### src/rtl/vpm_pkg.sv
package vpm_pkg;
  localparam int VA_W     = 32;
  localparam int OFF_W    = 10;
  localparam int VP_W     = VA_W - OFF_W;
  localparam int FLAG_W   = 4;
  localparam int FAULT_W  = 3;
  localparam int LOW_SPAN = 28;
  localparam int REGION_W = VA_W - LOW_SPAN;

  localparam int FLG_SHARED = 3;
  localparam int FLG_WTEN   = 2;
  localparam int FLG_DIRTY  = 1;
  localparam int FLG_SPARE  = 0;

  typedef enum logic [FAULT_W-1:0] {
    FLT_NONE   = 3'd0,
    FLT_MISS   = 3'd1,
    FLT_KWRITE = 3'd2,
    FLT_WPROT  = 3'd3
  } fault_e;

  typedef enum logic [1:0] {
    CFG_MASK    = 2'd0,
    CFG_PATTERN = 2'd1,
    CFG_BASE    = 2'd2,
    CFG_SPACE   = 2'd3
  } cfgSel_e;

  typedef enum logic [1:0] {
    OUT_ZERO   = 2'd0,
    OUT_BYPASS = 2'd1,
    OUT_ENTRY  = 2'd2
  } outSel_e;

  // control -> datapath
  typedef struct packed {
    logic    s1Cap;
    logic    tblWrite;
    logic    tblFlush;
    outSel_e outSel;
  } strobes_t;

  // datapath -> control, taken from the third pipeline stage
  typedef struct packed {
    logic bypass;
    logic lowRegion;
    logic hit;
    logic wtEnable;
    logic isWrite;
    logic isUser;
  } status_t;
endpackage

### src/rtl/vpm_dpath.sv
module vpm_dpath
  import vpm_pkg::*;
#(
  parameter int NPROC   = 4,
  parameter int AID_W   = 10,
  parameter int ENTRIES = 16,
  localparam int PROC_W = (NPROC > 1) ? $clog2(NPROC) : 1,
  localparam int SLOT_W = (ENTRIES > 1) ? $clog2(ENTRIES) : 1
) (
  input  logic              clk,
  input  logic              rstN,
  input  logic [VA_W-1:0]   reqAddr,
  input  logic [PROC_W-1:0] reqProc,
  input  logic              reqWrite,
  input  logic              reqUser,
  input  logic              cfgWe,
  input  logic [1:0]        cfgSel,
  input  logic [PROC_W-1:0] cfgProc,
  input  logic [VP_W-1:0]   cfgData,
  input  logic [AID_W-1:0]  ldAid,
  input  logic [VP_W-1:0]   ldVpage,
  input  logic [VP_W-1:0]   ldRpage,
  input  logic [FLAG_W-1:0] ldFlags,
  input  logic [AID_W-1:0]  flAid,
  input  strobes_t          stb,
  input  logic [SLOT_W-1:0] slot,
  output logic              ldExists,
  output logic [SLOT_W-1:0] ldExistIdx,
  output status_t           st,
  output logic [VA_W-1:0]   rspAddr,
  output logic [FLAG_W-1:0] rspFlags
);

  // programmable registers
  logic [VP_W-1:0] bypMask, bypPattern, bypBase;
  logic [NPROC-1:0][AID_W-1:0] spaceId;

  always_ff @(posedge clk) begin
    if (!rstN) begin
      bypMask    <= '0;
      bypPattern <= '0;
      bypBase    <= '0;
      spaceId    <= '0;
    end else if (cfgWe) begin
      case (cfgSel_e'(cfgSel))
        CFG_MASK:    bypMask    <= cfgData;
        CFG_PATTERN: bypPattern <= cfgData;
        CFG_BASE:    bypBase    <= cfgData;
        default:     spaceId[cfgProc] <= cfgData[AID_W-1:0];
      endcase
    end
  end

  // entry table
  logic [ENTRIES-1:0]             entValid;
  logic [ENTRIES-1:0][AID_W-1:0]  entAid;
  logic [ENTRIES-1:0][VP_W-1:0]   entVp;
  logic [ENTRIES-1:0][VP_W-1:0]   entRp;
  logic [ENTRIES-1:0][FLAG_W-1:0] entFlags;

  always_ff @(posedge clk) begin
    if (!rstN) begin
      entValid <= '0;
      entAid   <= '0;
      entVp    <= '0;
      entRp    <= '0;
      entFlags <= '0;
    end else begin
      for (int i = 0; i < ENTRIES; i++) begin
        if (stb.tblFlush && entValid[i] && entAid[i] == flAid)
          entValid[i] <= 1'b0;
        if (stb.tblWrite && slot == SLOT_W'(i)) begin
          entValid[i] <= 1'b1;
          entAid[i]   <= ldAid;
          entVp[i]    <= ldVpage;
          entRp[i]    <= ldRpage;
          entFlags[i] <= ldFlags;
        end
      end
    end
  end

  // load-side match, so a repeated pair lands on its own slot
  logic [ENTRIES-1:0] ldHitVec;
  always_comb begin
    ldExistIdx = '0;
    for (int i = 0; i < ENTRIES; i++) begin
      ldHitVec[i] = entValid[i] && entAid[i] == ldAid && entVp[i] == ldVpage;
      if (ldHitVec[i]) ldExistIdx = SLOT_W'(i);
    end
  end
  assign ldExists = |ldHitVec;

  // stage 1: space selection
  logic [VP_W-1:0]  s1Vp;
  logic [OFF_W-1:0] s1Off;
  logic [AID_W-1:0] s1Aid;
  logic             s1Write, s1User, s1Low;
  logic             reqLow;

  assign reqLow = (reqAddr[VA_W-1 -: REGION_W] == '0);

  always_ff @(posedge clk) begin
    if (!rstN) begin
      s1Vp <= '0; s1Off <= '0; s1Aid <= '0;
      s1Write <= 1'b0; s1User <= 1'b0; s1Low <= 1'b0;
    end else if (stb.s1Cap) begin
      s1Vp    <= reqAddr[VA_W-1:OFF_W];
      s1Off   <= reqAddr[OFF_W-1:0];
      s1Aid   <= reqLow ? '0 : spaceId[reqProc];
      s1Write <= reqWrite;
      s1User  <= reqUser;
      s1Low   <= reqLow;
    end
  end

  // stage 2: window test and associative compare
  logic [ENTRIES-1:0] s2Match;
  logic [VP_W-1:0]    s2BypRp;
  logic [OFF_W-1:0]   s2Off;
  logic               s2Bypass, s2Write, s2User, s2Low;

  always_ff @(posedge clk) begin
    if (!rstN) begin
      s2Match <= '0; s2BypRp <= '0; s2Off <= '0;
      s2Bypass <= 1'b0; s2Write <= 1'b0; s2User <= 1'b0; s2Low <= 1'b0;
    end else begin
      for (int i = 0; i < ENTRIES; i++)
        s2Match[i] <= entValid[i] && entAid[i] == s1Aid && entVp[i] == s1Vp;
      s2Bypass <= ((s1Vp ^ bypPattern) & bypMask) == '0;
      s2BypRp  <= (bypBase & bypMask) | (s1Vp & ~bypMask);
      s2Off    <= s1Off;
      s2Write  <= s1Write;
      s2User   <= s1User;
      s2Low    <= s1Low;
    end
  end

  // stage 3: read out the matching entry
  logic [VP_W-1:0]   muxRp;
  logic [FLAG_W-1:0] muxFlags;
  always_comb begin
    muxRp    = '0;
    muxFlags = '0;
    for (int i = 0; i < ENTRIES; i++) begin
      muxRp    = muxRp    | (entRp[i]    & {VP_W{s2Match[i]}});
      muxFlags = muxFlags | (entFlags[i] & {FLAG_W{s2Match[i]}});
    end
  end

  logic [VP_W-1:0]   s3Rp, s3BypRp;
  logic [FLAG_W-1:0] s3Flags;
  logic [OFF_W-1:0]  s3Off;
  logic              s3Hit, s3Bypass, s3Write, s3User, s3Low;

  always_ff @(posedge clk) begin
    if (!rstN) begin
      s3Rp <= '0; s3BypRp <= '0; s3Flags <= '0; s3Off <= '0;
      s3Hit <= 1'b0; s3Bypass <= 1'b0; s3Write <= 1'b0; s3User <= 1'b0; s3Low <= 1'b0;
    end else begin
      s3Rp     <= muxRp;
      s3Flags  <= muxFlags;
      s3Hit    <= |s2Match;
      s3BypRp  <= s2BypRp;
      s3Off    <= s2Off;
      s3Bypass <= s2Bypass;
      s3Write  <= s2Write;
      s3User   <= s2User;
      s3Low    <= s2Low;
    end
  end

  assign st = '{bypass: s3Bypass, lowRegion: s3Low, hit: s3Hit,
                wtEnable: s3Flags[FLG_WTEN], isWrite: s3Write, isUser: s3User};

  // output register, steered by control
  always_ff @(posedge clk) begin
    if (!rstN) begin
      rspAddr  <= '0;
      rspFlags <= '0;
    end else begin
      case (stb.outSel)
        OUT_BYPASS: begin rspAddr <= {s3BypRp, s3Off}; rspFlags <= '0;      end
        OUT_ENTRY:  begin rspAddr <= {s3Rp, s3Off};    rspFlags <= s3Flags; end
        default:    begin rspAddr <= '0;               rspFlags <= '0;      end
      endcase
    end
  end


  nodup_chk: assert property (@(posedge clk) disable iff (!rstN)
    $onehot0(s2Match));

  load_lands_chk: assert property (@(posedge clk) disable iff (!rstN)
    stb.tblWrite |=> entValid[$past(slot)]);

  flush_clears_chk: assert property (@(posedge clk) disable iff (!rstN)
    (stb.tblFlush && !stb.tblWrite) |=>
      ((entValid & ~$past(entValid)) == '0));

endmodule

### src/rtl/vpm_ctrl.sv
module vpm_ctrl
  import vpm_pkg::*;
#(
  parameter int ENTRIES = 16,
  localparam int SLOT_W = (ENTRIES > 1) ? $clog2(ENTRIES) : 1
) (
  input  logic               clk,
  input  logic               rstN,
  input  logic               reqValid,
  input  logic               ldValid,
  input  logic               flValid,
  input  status_t            st,
  input  logic               ldExists,
  input  logic [SLOT_W-1:0]  ldExistIdx,
  output strobes_t           stb,
  output logic [SLOT_W-1:0]  slot,
  output logic               rspValid,
  output logic [FAULT_W-1:0] rspFault
);

  logic s1Valid, s2Valid, s3Valid;
  logic [SLOT_W-1:0] rrPtr;
  fault_e faultNow;

  always_ff @(posedge clk) begin
    if (!rstN) begin
      s1Valid <= 1'b0;
      s2Valid <= 1'b0;
      s3Valid <= 1'b0;
    end else begin
      s1Valid <= reqValid;
      s2Valid <= s1Valid;
      s3Valid <= s2Valid;
    end
  end

  // priority: window, kernel write, miss, write-enable
  always_comb begin
    if (st.bypass)                                  faultNow = FLT_NONE;
    else if (st.isUser && st.isWrite && st.lowRegion) faultNow = FLT_KWRITE;
    else if (!st.hit)                               faultNow = FLT_MISS;
    else if (st.isWrite && !st.wtEnable)            faultNow = FLT_WPROT;
    else                                            faultNow = FLT_NONE;
  end

  always_comb begin
    stb.s1Cap    = reqValid;
    stb.tblWrite = ldValid;
    stb.tblFlush = flValid;
    if (!s3Valid)                 stb.outSel = OUT_ZERO;
    else if (st.bypass)           stb.outSel = OUT_BYPASS;
    else if (faultNow != FLT_NONE) stb.outSel = OUT_ZERO;
    else                          stb.outSel = OUT_ENTRY;
  end

  assign slot = ldExists ? ldExistIdx : rrPtr;

  always_ff @(posedge clk) begin
    if (!rstN) begin
      rrPtr <= '0;
    end else if (ldValid && !ldExists) begin
      rrPtr <= (rrPtr == SLOT_W'(ENTRIES - 1)) ? '0 : rrPtr + 1'b1;
    end
  end

  always_ff @(posedge clk) begin
    if (!rstN) begin
      rspValid <= 1'b0;
      rspFault <= FLT_NONE;
    end else begin
      rspValid <= s3Valid;
      rspFault <= s3Valid ? faultNow : FLT_NONE;
    end
  end

  // edges since reset, used to bound $past in the latency check
  logic [2:0] sinceRst;
  always_ff @(posedge clk) begin
    if (!rstN) sinceRst <= '0;
    else if (sinceRst != 3'd7) sinceRst <= sinceRst + 3'd1;
  end


  latency_chk: assert property (@(posedge clk) disable iff (!rstN)
    (sinceRst >= 3'd4) |-> (rspValid == $past(reqValid, 4)));

  bypass_nofault_chk: assert property (@(posedge clk) disable iff (!rstN)
    (s3Valid && st.bypass) |=> (rspValid && rspFault == FLT_NONE));

  kwrite_chk: assert property (@(posedge clk) disable iff (!rstN)
    (s3Valid && !st.bypass && st.isUser && st.isWrite && st.lowRegion)
      |=> (rspFault == FLT_KWRITE));

  miss_chk: assert property (@(posedge clk) disable iff (!rstN)
    (s3Valid && !st.bypass && !st.hit && !(st.isUser && st.isWrite && st.lowRegion))
      |=> (rspFault == FLT_MISS));

endmodule

### src/rtl/vpm_top.sv
module vpm_top
  import vpm_pkg::*;
#(
  parameter int NPROC   = 4,
  parameter int AID_W   = 10,
  parameter int ENTRIES = 16,
  localparam int PROC_W = (NPROC > 1) ? $clog2(NPROC) : 1,
  localparam int SLOT_W = (ENTRIES > 1) ? $clog2(ENTRIES) : 1
) (
  input  logic               clk,
  input  logic               rstN,
  input  logic               reqValid,
  input  logic [PROC_W-1:0]  reqProc,
  input  logic [VA_W-1:0]    reqAddr,
  input  logic               reqWrite,
  input  logic               reqUser,
  input  logic               cfgWe,
  input  logic [1:0]         cfgSel,
  input  logic [PROC_W-1:0]  cfgProc,
  input  logic [VP_W-1:0]    cfgData,
  input  logic               ldValid,
  input  logic [AID_W-1:0]   ldAid,
  input  logic [VP_W-1:0]    ldVpage,
  input  logic [VP_W-1:0]    ldRpage,
  input  logic [FLAG_W-1:0]  ldFlags,
  input  logic               flValid,
  input  logic [AID_W-1:0]   flAid,
  output logic               rspValid,
  output logic [VA_W-1:0]    rspAddr,
  output logic [FLAG_W-1:0]  rspFlags,
  output logic [FAULT_W-1:0] rspFault
);

  strobes_t          stb;
  status_t           st;
  logic [SLOT_W-1:0] slot, ldExistIdx;
  logic              ldExists;

  vpm_ctrl #(.ENTRIES(ENTRIES)) ctrl_i (
    .clk, .rstN, .reqValid, .ldValid, .flValid,
    .st, .ldExists, .ldExistIdx,
    .stb, .slot, .rspValid, .rspFault
  );

  vpm_dpath #(.NPROC(NPROC), .AID_W(AID_W), .ENTRIES(ENTRIES)) dpath_i (
    .clk, .rstN, .reqAddr, .reqProc, .reqWrite, .reqUser,
    .cfgWe, .cfgSel, .cfgProc, .cfgData,
    .ldAid, .ldVpage, .ldRpage, .ldFlags, .flAid,
    .stb, .slot, .ldExists, .ldExistIdx, .st,
    .rspAddr, .rspFlags
  );


  fault_zero_chk: assert property (@(posedge clk) disable iff (!rstN)
    (rspValid && rspFault != FLT_NONE) |-> (rspAddr == '0 && rspFlags == '0));

  idle_zero_chk: assert property (@(posedge clk) disable iff (!rstN)
    !rspValid |-> (rspAddr == '0 && rspFlags == '0 && rspFault == FLT_NONE));

endmodule

### config.mk
export PLATFORM = sky130hd
export DESIGN_NAME = vpm_top
export DESIGN_NICKNAME = d
export VERILOG_FILES = /design/src/rtl/vpm_pkg.sv /design/src/rtl/vpm_dpath.sv /design/src/rtl/vpm_ctrl.sv /design/src/rtl/vpm_top.sv
export SDC_FILE = /design/constraint.sdc
export NUM_CORES = 2
export LEC_CHECK = 0
export BUFFER_PORTS_ARGS = -buffer_cell sky130_fd_sc_hd__buf_2
export CELL_PAD_IN_SITES_DETAIL_PLACEMENT = 1
export CELL_PAD_IN_SITES_GLOBAL_PLACEMENT = 2
export CORE_UTILIZATION = 40
export CTS_CLUSTER_SIZE = 25
export DETAILED_ROUTE_END_ITERATION = 10
export GPL_TIMING_DRIVEN = 0
export MAX_ROUTING_LAYER = met4
export PLACE_DENSITY = 0.9
export SYNTH_ARGS = -nofsm -noshare
export SYNTH_HDL_FRONTEND = slang
export SYNTH_SLANG_ARGS = --single-unit
### constraint.sdc
create_clock -name clk -period 4.8 [get_ports clk]
set_input_delay 0.24 -clock clk [delete_from_list [all_inputs] [get_ports clk]]
set_output_delay 0.24 -clock clk [all_outputs]
set_load 0.05 [all_outputs]
# Yosys cells after proc, flatten, opt, wreduce, memory -nomap -nowiden

Cells that the tools add are included.

Add/sub/neg operators: 1
Order comparisons: 3
Equality and inequality tests: 100
Multiplexer cells: 63
Bitwise operators: 69
Reductions and logical operators: 149

Operators with widths:

| cell                                                            | number |
|---|---|
| 22-bit == test                                                  | 32 |
| 10-bit == test                                                  | 48 |
| 22-bit bitwise AND                                              | 19 |
| 22-bit bitwise OR                                               | 16 |
| 1-bit logical AND                                               | 117 |
| 4-bit bitwise AND                                               | 16 |
| 32-bit one-hot mux with 2 select lines                          | 1 |
| 4-bit bitwise OR                                                | 15 |
| 40-bit bitwise mux                                              | 1 |
| 4-bit 2-to-1 mux                                                | 10 |
| 4-bit == test, second input constant                            | 9 |
| 1-bit 2-to-1 mux                                                | 33 |
| 2-bit nonzero test                                              | 16 |
| 16-bit OR reduction                                             | 2 |
| 10-bit 2-to-1 mux                                               | 3 |
| 22-bit logical NOT                                              | 1 |
| 22-bit inverter                                                 | 1 |
| 22-bit bitwise XOR                                              | 1 |
| 3-bit 2-to-1 mux                                                | 7 |
| 10-bit binary-select mux with 2-bit select                      | 1 |
| 10-bit demux with 2-bit select                                  | 1 |
| 4-bit by 3-bit == test with 1-bit output, second input constant | 4 |
| 2-bit 2-to-1 mux                                                | 6 |
| 2-bit AND reduction                                             | 6 |
| 13 further kinds                                                | 19 |

Register bits: 1257
Output and inout port bits: 40

# Logic depth before layout (Yosys ltp)

Word-level depth: 22
Gate-level depth with buffers: 16
Depth with buffers taken out: 10

# Hierarchy

From an unflattened synthesis, not the netlist that was laid out.

Cell total of the unflattened synthesis: 7313
Area total of the unflattened synthesis: 59153.0 um^2

By module, submodules not included:

| module    | instances | cells an instance | area each (um^2) | sequential area each (um^2) |
|---|---|---|---|---|
| vpm_dpath | 1         | 7263              | 58657.5          | 24943.9 |
| vpm_ctrl  | 1         | 50                | 495.5            | 200.2 |

# Worst setup path before layout

Ideal clock, no wire load.

Kind: input port to flip-flop
Start point: in ldVpage[0]
End point: reg dpath_i.entAid[130] (netlist name)
Arrival: 3517 ps
Path slack: 1150 ps
Stages: 14
Path buffers: 5
Cells stage by stage: buf_4 -> xor2_1 -> or4_1 -> or4_1 -> or4_4 -> nand4_2 -> a211oi_2 -> buf_6 -> or4b_1 -> o32a_1 -> clkbuf_1 -> buf_6 -> buf_6 -> mux2i_1

Longest elaborated chain between the ends: 20

RTL lines:

| what                            | line            | text |
|---|---|---|
| from (decl)                     | vpm_top.sv:23   | `input logic [VP_W-1:0] ldVpage,` |
| 22-bit == test                  | vpm_dpath.sv:88 | `ldHitVec[i] = entValid[i] && entAid[i] == ldAid && entVp[i] == ldVpage;` |
| 1-bit logical AND               | vpm_dpath.sv:88 |  |
| 1-bit 2-to-1 mux                | vpm_dpath.sv:89 | `if (ldHitVec[i]) ldExistIdx = SLOT_W'(i);` |
| 2-bit 2-to-1 mux (2 in a row)   | vpm_dpath.sv:89 |  |
| 3-bit 2-to-1 mux (4 in a row)   | vpm_dpath.sv:89 |  |
| 4-bit 2-to-1 mux (8 in a row)   | vpm_dpath.sv:89 |  |
| 4-bit 2-to-1 mux (*)            | vpm_ctrl.sv:56  | `assign slot = ldExists ? ldExistIdx : rrPtr;` |
| 4-bit == test (*)               | vpm_dpath.sv:72 | `if (stb.tblWrite && slot == SLOT_W'(i)) begin` |
| 1-bit logical AND (*)           | vpm_dpath.sv:72 |  |
| to (signal, indexed assignment) | vpm_dpath.sv:74 | `entAid[i] <= ldAid;` |
| to (decl)                       | vpm_dpath.sv:56 | `logic [ENTRIES-1:0][AID_W-1:0] entAid;` |

Every way passes the cells marked *; elsewhere a longest branch is shown, timed or not.
A chain may end at the register's enable or synchronous reset.

# Worst setup path in the final report

Start point: in ldVpage[8]
End point: reg dpath_i.entVp[195] (netlist name)

Longest elaborated chain between the ends: 20

RTL lines:

| what                            | line            | text |
|---|---|---|
| 22-bit == test                  | vpm_dpath.sv:88 |  |
| 1-bit logical AND               | vpm_dpath.sv:88 |  |
| 1-bit 2-to-1 mux                | vpm_dpath.sv:89 |  |
| 2-bit 2-to-1 mux (2 in a row)   | vpm_dpath.sv:89 |  |
| 3-bit 2-to-1 mux (4 in a row)   | vpm_dpath.sv:89 |  |
| 4-bit 2-to-1 mux (8 in a row)   | vpm_dpath.sv:89 |  |
| 4-bit 2-to-1 mux (*)            | vpm_ctrl.sv:56  |  |
| 4-bit == test (*)               | vpm_dpath.sv:72 |  |
| 1-bit logical AND (*)           | vpm_dpath.sv:72 |  |
| to (signal, indexed assignment) | vpm_dpath.sv:75 | `entVp[i] <= ldVpage;` |
| to (decl)                       | vpm_dpath.sv:57 | `logic [ENTRIES-1:0][VP_W-1:0] entVp;` |

Marks and branches as above.

==> reports/results.ini <==
[status]
status=finished, violations left
violations=capacitance limit, slew limit, setup timing

[sta]
period_needed_ns=4.95
setup_viol=83
setup_tns_ns=-4.64
fin_ws_ns=-0.152
rsz0062_at_grt=false
skew_ns=0.0629
fin_hold_ws_ns=0.0735
max_slew_margin_pct=-12.9
min_period_over_period_pct=103
hold_violations=0
report.final.slew_viol_count=176
worstMarginPinSlew_ns=1.69
timing.fmax_mhz=202

[detailed_routing]
vias=57111
ant_nets=0
drt_iter0_drc=8089
avgRoutedWirePerCell_um=38.8
drt_wl_total_mm=353
drt-pass1-iter-count=6
drc=0
viasPerCell=6.27

[logic_synthesis]
syn_inst=6548
synth-async-reset-ratio_pct=0
synth_top_area_share_pct=40.9
ys.flop_type=dfxtp_1
synth_area_leaders=dfxtp_1 41%, mux2i_1 17%, xor2_1 12%, nand2_1 7.2%, xnor2_1 5.5%
avgSynthCellArea_um2=9.38
synth_area_mm2=0.0614
ys_seq_area_share_pct=40.9
yosys_warnings=0
synth_edf_count=0
synth_top_area_cell=dfxtp_1
synth_cell_type_count=75
synth_fp_nets=6685
yosys_register_bits=1256

[global_route]
grt_max_degree=17
grt_util_met2_pct=63.0
grt.met1_usage_pct=56.5
overflow=0
antenna_found_initial=23
use_met3_pct=13.9
grt_busiest_layer=met2
grt_pass1_wl_mm=473
grt_pass1_vias=56497
grt_usage_pct=45.4

[die]
start_util_pct=40.4
dieWidth_um=394
die_h_um=394
num_rows=143
io_pins=176
dieArea_mm2=0.155
core_mm2=0.152

[setup_path]
crit_path_cell_trace=buf_2 > buf_4 > xnor2_1 > nand4_1 > nor4_1 > nand4_1 > a311o_1 > a41oi_1 > o211ai_1 > a21oi_4 > buf_4 > buf_2 > mux2i_1
crit_path_max_incr_delay_ns=0.65
worst-path-max-fanout=10
crit_required_ns=5.51
path_buf_inv=4
critPathArrivalTime_ns=5.67
critical_path_class=in2reg
cp.depth=13
worstSetupEndpointType=flop
cp-start-kind=primary input
r2r_cells=13
cp_top_family=buffers and inverters
slowest_stage=buf_2

[clock_network]
clk_latency_ns=0.85
cts.sinks=1256
htreeDepth=4
clock_path_buffers=3
cts.clk_slew.worst_paths_ns=0.07
cts_root_buf=clkbuf_16
cts_tree=built
cts_made_buffers=146

[pwr]
ir_drop_mv=0.335
switchingPower_uw=7380
powerDensity_mw_per_mm2=357
power.internal_uw=18300
p_leak_uw=0.0311
pwr-share-seq_pct=41.6
clkPwrFrac_pct=47.5
power.share.switching_pct=28.8
p_comb_share_pct=10.9

[cells_and_area]
final_area_mm2=0.0718
mostFrequentLayoutCells=1256 x dfxtp_1, 1175 x nand2_1, 1025 x mux2i_1
syn_to_final_growth_pct=17.0
drive_gt1_share_pct=9.99
final_common_cell=dfxtp_1
nNetsFinal=7087

[hold_path]
hold_depth=3
min_path_type=in2reg

[place]
gp_congestion=1.07
io_buffers=128
dp_hpwl_mm=241
dpl_cell_area_mm2=0.0654

[run]
drv_cap=18

## area by class of cell
| class | instances | area, um2 |
|---|---|---|
| Fill cell | 17242 | 80300 |
| Multi-Input combinational cell | 4740 | 34100 |
| Sequential cell | 1256 | 25100 |
| Clock buffer | 197 | 4140 |
| Tap cell | 2030 | 2540 |
| Buffer | 532 | 2470 |
| Timing Repair Buffer | 255 | 2260 |
| Clock inverter | 61 | 1050 |
| Inverter | 19 | 71.3 |
| Antenna cell | 21 | 52.6 |
## power groups by stage
stage	clock network [uW]	registers, uW	logic [uW]
finish	12200	10700	2800
global route	12600	10700	2770
CTS	12100	10700	2640
detailed placement	0	10900	2560
global placement	0	10900	2490
floorplan	0	10900	1260
## sequential cells by signal (all words and copies together), names as in the netlist, 22 cells and up
register            cells
dpath_i.entFlags       64
dpath_i.s3Rp           22
dpath_i.s2BypRp        22
dpath_i.rspAddr        32
dpath_i.bypBase        22
dpath_i.entAid        160
dpath_i.bypPattern     22
dpath_i.entVp         352
dpath_i.s1Vp           22
dpath_i.spaceId        40
dpath_i.s3BypRp        22
dpath_i.bypMask        22
dpath_i.entRp         352
## synthesized netlist by cell type, types with 3 or more instances
cell type / count
a21oi_1: 101
a221oi_1: 78
a22o_1: 78
a22oi_1: 84
a31oi_1: 27
and2_1: 61
and3_1: 28
buf_1: 40
buf_2: 141
buf_4: 11
buf_6: 4
clkbuf_1: 337
dfxtp_1: 1256
inv_1: 18
mux2i_1: 1025
mux4_2: 10
nand2_1: 1177
nand2b_1: 31
nand3_1: 48
nand4_1: 158
nand4b_1: 16
nor2_1: 142
nor2b_1: 14
nor3_1: 30
nor3b_1: 4
nor4_1: 270
nor4b_1: 14
nor4bb_1: 5
o2111ai_1: 4
o211ai_1: 3
o21a_1: 7
o21ai_0: 22
o22ai_1: 3
o31a_1: 6
or2_2: 3
or3_1: 11
or3b_2: 4
or4_1: 30
xnor2_1: 389
xor2_1: 810
## metrics by stage
| stage | total power [uW] | util (%) | cells | setup slack (ns) |
|---|---|---|---|---|
| final | 25700 | 47.2 | 9111 | -0.152 |
| after global routing | 26000 | 47.2 | 9107 | 0.0148 |
| after CTS | 25400 | 47.1 | 9083 | 0.00804 |
| after detailed placement | 13500 | 43.0 | 8735 | -1.74 |
| after global placement | 13400 | 42.5 | 8706 | -1.81 |
| after floorplan | 12100 | - | 6548 | 1.15 |
## kinds of logic (layout without fill, tap and decap cells)
family	Yosys count	after routing	synth area share (%)
and+or+nand+nor	2064	2064	15.8
DFF	1256	1256	40.9
xor gates and xnor gates	1199	1199	17.1
muxes	1035	1035	17.1
buffers and inverters	552	1064	3.78
AOI/OAI and AO/OA	440	440	5.25
adders and majority gates	1	1	0.0204
other	1	22	0.00611
## worst reg2reg max path, stage by stage (launching register included)
cell and delay (ns):
dfxtp_1 0.50, xor2_1 0.15, nor4_1 0.49, nand4_1 0.14, or4_1 0.82, nand4_1 0.36, inv_1 0.08, a21oi_1 0.28
clkbuf_2 0.28, and3b_1 0.23, nand2_1 0.30, buf_2 0.48, buf_2 0.42, mux2i_1 0.26
## path summary, 6_finish.rpt
kind / from / to / slack (ns)
max: ldVpage[8] / dpath_i.entVp[195] / -0.15
min: ldRpage[21] / dpath_i.entRp[109] / 0.07
max reg2reg: dpath_i.entAid[97] / dpath_i.entAid[78] / -0.03
min reg2reg: dpath_i.s2BypRp[1] / dpath_i.s3BypRp[1] / 0.43
## what timing repair did
| item | CTS | global route |
|---|---|---|
| pin swaps | 2 | 3 |
| setup endpoints to repair | 716 | 365 |
| resized for setup | 30 | 47 |
| hold buffers | 88 | 0 |
| hold endpoints to repair | 288 | 0 |
| setup buffers | 3 | 5 |
## layer usage
layer / share of wire, % / vias up
met5: 0 / -
met4: 7.8 / 0
met3: 12 / 1207
met2: 41 / 3793
met1: 40 / 28829
li1: - / 23282
(Power assumes the default switching activity.)
